**config.mk**
```make
export PLATFORM = sky130hd
export DESIGN_NAME = stack_seq
export DESIGN_NICKNAME = d
export VERILOG_FILES = /design/src/rtl/stack_seq.sv
export SDC_FILE = /design/constraint.sdc
export NUM_CORES = 1
export LEC_CHECK = 0
export BUFFER_PORTS_ARGS = -buffer_cell sky130_fd_sc_hd__buf_2
export CAP_MARGIN = 5
export CORE_ASPECT_RATIO = 1.75
export CORE_MARGIN = 2
export CORE_UTILIZATION = 52
export DETAILED_ROUTE_END_ITERATION = 8
export PLACE_DENSITY_LB_ADDON = 0.25
export SLEW_MARGIN = 20
export SYNTH_ARGS = -nofsm -noshare
export SYNTH_HDL_FRONTEND = slang
export SYNTH_SLANG_ARGS = --single-unit
```
**constraint.sdc**
```tcl
create_clock -name clk -period 3.3 [get_ports clk]
set_clock_uncertainty 0.1 [all_clocks]
set_input_delay 0.66 -clock clk [delete_from_list [all_inputs] [get_ports clk]]
set_output_delay 0.66 -clock clk [all_outputs]
set_load 0.03 [all_outputs]
```
**src/rtl/stack_seq.sv**
```systemverilog
module stack_seq #(
  parameter int W  = 16,
  parameter int VW = 8
) (
  input  logic         clk,
  input  logic         rst_n,
  input  logic         req_valid,
  input  logic [2:0]   req_op,
  input  logic [W-1:0] req_arg,
  input  logic [W-1:0] pc_in,
  input  logic [W-1:0] f_in,
  input  logic [W-1:0] sp_in,
  input  logic [W-1:0] mem_rdata,
  output logic         mem_rd,
  output logic         mem_wr,
  output logic [W-1:0] mem_addr,
  output logic [W-1:0] mem_wdata,
  output logic [W-1:0] pc_out,
  output logic         pc_we,
  output logic [W-1:0] f_out,
  output logic         f_we,
  output logic [W-1:0] sp_out,
  output logic         sp_we,
  output logic         ie_set,
  output logic         busy,
  output logic         done
);
  localparam logic [2:0] OP_CALL  = 3'd0;
  localparam logic [2:0] OP_CALLR = 3'd1;
  localparam logic [2:0] OP_RET   = 3'd2;
  localparam logic [2:0] OP_RETI  = 3'd3;
  localparam logic [2:0] OP_INT   = 3'd4;
  localparam logic [2:0] LAST     = 3'd7;
  localparam logic [W-1:0] ONE    = W'(1);
  localparam logic [W-1:0] TWO    = W'(2);

  logic         busy_q;
  logic [2:0]   step_q, op_q;
  logic [W-1:0] pc_q, f_q, sp_q, arg_q;
  logic         accept, is_push;

  assign accept  = req_valid && !busy_q && (req_op <= OP_INT);
  assign is_push = (op_q == OP_CALL) || (op_q == OP_CALLR) || (op_q == OP_INT);

  always_ff @(posedge clk or negedge rst_n) begin
    if (!rst_n) begin
      busy_q <= 1'b0;
      step_q <= '0;
      op_q   <= '0;
      pc_q   <= '0;
      f_q    <= '0;
      sp_q   <= '0;
      arg_q  <= '0;
    end else if (accept) begin
      busy_q <= 1'b1;
      step_q <= '0;
      op_q   <= req_op;
      pc_q   <= pc_in;
      f_q    <= f_in;
      sp_q   <= sp_in;
      arg_q  <= req_arg;
    end else if (busy_q) begin
      step_q <= step_q + 3'd1;
      if (step_q == LAST) busy_q <= 1'b0;
      if (!is_push && step_q == 3'd5) pc_q <= mem_rdata;
    end
  end

  assign busy   = busy_q;
  assign done   = busy_q && (step_q == LAST);
  assign pc_we  = done;
  assign ie_set = done && (op_q == OP_RETI);

  assign mem_wr    = busy_q && is_push  && (step_q == 3'd0 || step_q == 3'd3);
  assign mem_rd    = busy_q && !is_push && (step_q == 3'd1 || step_q == 3'd4);
  assign mem_wdata = (step_q == 3'd0) ? pc_q : f_q;
  assign mem_addr  = is_push ? ((step_q == 3'd0) ? sp_q : sp_q - ONE)
                             : ((step_q == 3'd1) ? sp_q + ONE : sp_q + TWO);

  assign sp_we  = busy_q && (is_push ? (step_q == 3'd1 || step_q == 3'd4)
                                     : (step_q == 3'd0 || step_q == 3'd3));
  assign sp_out = is_push ? ((step_q == 3'd1) ? sp_q - ONE : sp_q - TWO)
                          : ((step_q == 3'd0) ? sp_q + ONE : sp_q + TWO);

  assign f_we  = busy_q && !is_push && (step_q == 3'd2);
  assign f_out = mem_rdata;

  always_comb begin
    case (op_q)
      OP_CALL:          pc_out = arg_q;
      OP_CALLR:         pc_out = pc_q + arg_q;
      OP_INT:           pc_out = {{(W-VW){1'b0}}, arg_q[VW-1:0]};
      OP_RET, OP_RETI:  pc_out = pc_q;
      default:          pc_out = pc_q;
    endcase
  end
endmodule


```
==> metrics <==
Final WS setup -0.0897 ns; post-route ant nets 0; R2R Setup Slk 1.24 ns; total track usage 28.1%; Post-Synthesis Cell Area 0.00529 mm²; failing checks setup timing; total number of vias 5079; global-route wire length before repair 24000 µm; Slew headroom 37.4%; core area 0.00991 mm²; sequential fraction of the synthesis area 33.6%; Warnings, synthesis 0; Die ar. 0.0110 mm²; Final Cycle Share 103%; die span in y 137 µm; CTS Sinks 71; grt ovf 0; final setup violation count 3; worst hold-check path type in -> async; Yosys cell types 57; Crit Path Class reg -> out; Final Wtd Congestion 0.872; startpoint types register; drt wl/cell 17.3 µm; RSZ-0062 raised after global routing true; Synth Area per Inst 8.92 µm²; Cells after Synth 593; routed vias/inst 5.62; FMAX 0.295 GHz; Setup crit end kind output pin; Worst-Margin Slew 0.939 ns; number of synthesized flops with an enable pin 0; Clock Latency Late Sink 0.34 ns; FILL cells 811; Detailed Route Iter0 Violations 239; clock transition at the registers of the reported paths 0.06 ns; I/O pins 174; Syn-to-layout area delta 33.6%; Initial Util 53.4%; Residual DRC 0; post-layout min period 3.39 ns; Max Slew Vio Count 0; first-pass iteration count of the detailed router 5; Req. time, crit path 2.54 ns; CTS tree yes; CTS Buf Count 9; clock root buffer clkbuf_16; CTS Buffer Depth 2; CTS HTree Levels 3; Final Hold Viols 0; status complete, but fails checks; Arr. time, crit path 2.63 ns; PortBufs 173; row cnt 48; final WL 15700 µm; max-cap viol count 0; antenna violations before repair 0; DIE WIDTH 80.2 µm; share of post-route cells with drive strength above 1 45.3%; FF+latch count, synth 71; Max FO, Critical Path 4; fin nets 888; # diodes 0; Post-synth top flop dfrtp_1; largest net degree at the start of global routing 72; vias in the first global route 5164; Post-Route Setup TNS -0.217 ns; post-detail-place hpwl 11300 µm; Syn Nets 706; post-synthesis async set-or-reset flop share 100%
-- synthesized netlist by cell type, types with 3 or more instances --
master    instances  area share, %
xnor2_1          16            2.6
nor2_1           42            3.0
nand3_1          11            1.0
nor3b_1           4           0.57
inv_1            15            1.1
xor2_1           25            4.1
o21ai_0          42            4.0
nor3_1            6           0.57
o211ai_1          4           0.57
o22ai_1           9            1.1
dfrtp_1          71             34
and2_1            4           0.47
o221ai_1          4           0.66
a21oi_1          40            3.8
buf_4            19            2.7
mux2i_1          16            3.0
a21o_1            6           0.85
or3_1             8           0.95
ha_1             26            6.1
buf_2             4           0.38
a22oi_1          18            2.6
clkbuf_1         18            1.3
buf_1             7           0.50
nand2_1          76            5.4
buf_6             3           0.64
mux2_2           51             11
nor2b_1           6           0.71
nand2b_1          3           0.35
-- cell type report --
class	instances	area [µm²]	area share [%]
Multi-Input combinational cell	456	3490	49.4
Inverter	15	56.3	0.797
Clock buffer	10	239	3.38
Clock inverter	5	56.3	0.797
Timing Repair Buffer	222	1290	18.2
Tap cell	125	156	2.21
Sequential cell	71	1780	25.2
-- final timing paths --
| kind | from | end | cells past startpoint |
|---|---|---|---|
| worst max register to register | op_q[1]$_DFFE_PN0P_ | pc_q[5]$_DFFE_PN0P_ | 9 |
| worst min register to register | f_q[7]$_DFFE_PN0P_ | f_q[7]$_DFFE_PN0P_ | 1 |
| max in group asynchronous | rst_n | pc_q[2]$_DFFE_PN0P_ | 1 |
| worst max-delay path | arg_q[4]$_DFFE_PN0P_ | pc_out[15] | 9 |
| min in group clk | f_q[7]$_DFFE_PN0P_ | f_q[7]$_DFFE_PN0P_ | 1 |
| worst min-delay path | rst_n | sp_q[7]$_DFFE_PN0P_ | 1 |
-- sequential cells by signal, indices dropped and copies added, names as in the netlist --
| signal | flops |
|---|---|
| op_q | 3 |
| arg_q | 16 |
| step_q | 3 |
| sp_q | 16 |
| busy | 1 |
| f_q | 16 |
| pc_q | 16 |
-- stage by stage --
stage | area, µm² | setup slack (ns) | hold slack (ns) | std cells | utilization [%]
4_1_cts | 6820 | -0.0709 | 0.385 | 894 | 68.8
3_5_place_dp | 6240 | -0.0147 | 0.398 | 866 | 63.0
2_1_floorplan | 5290 | 0.0380 | 0.264 | 593 | -
6_report | 7070 | -0.0897 | 0.326 | 904 | 71.3
3_3_place_gp | 6240 | 0.0201 | 0.388 | 866 | 63.0
5_1_grt | 7070 | -0.208 | 0.420 | 904 | 71.3
-- logic make-up (layout without fill, tap and decap cells) --
logic type	Yosys count	after routing	synth area share, %
compound gates	138	138	15.7
xor+xnor	41	41	6.79
fa+ha+maj	27	27	6.53
buf+inv	66	252	6.55
flops	71	71	33.6
mux	67	67	13.9
simple gates	183	183	16.9
-- placed cells by master (no fill, tap or decap), types with 25 or more instances in the layout --
cell     instances
nand2_1         75
xor2_1          25
a21oi_1         36
buf_2          157
o21ai_0         34
nor2_1          38
mux2_2          51
dfrtp_1         66
buf_4           59
-- critical path, stage by stage (launching register included) --
cell and delay (ns):
dfrtp_1 0.44, ha_4 0.31, o211ai_1 0.10, o211ai_1 0.34, a31oi_4 0.15, o221ai_2 0.22, a21oi_2 0.08, a21boi_0 0.12
or3_1 0.37, buf_6 0.16
-- layer usage --
layer  global-route usage [%]  wire length, µm  vias up
li1                         -                -     2438
met3                     4.85              772       31
met4                     11.4              401        0
met5                        0                0        -
met1                     27.0             5470     2431
met2                     56.6             9020      179
-- what timing repair did --
item | 4_1_cts | 5_1_grt
pin swaps | 13 | 25
setup endpoints to repair | 15 | 25
gates resized for setup | 44 | 45
hold buffers | 0 | 0
buffers inserted | 13 | 13
Power is left out: the tool's default activity adds up to more than one toggle a clock period on the data nets, which glitch-free logic cannot reach.
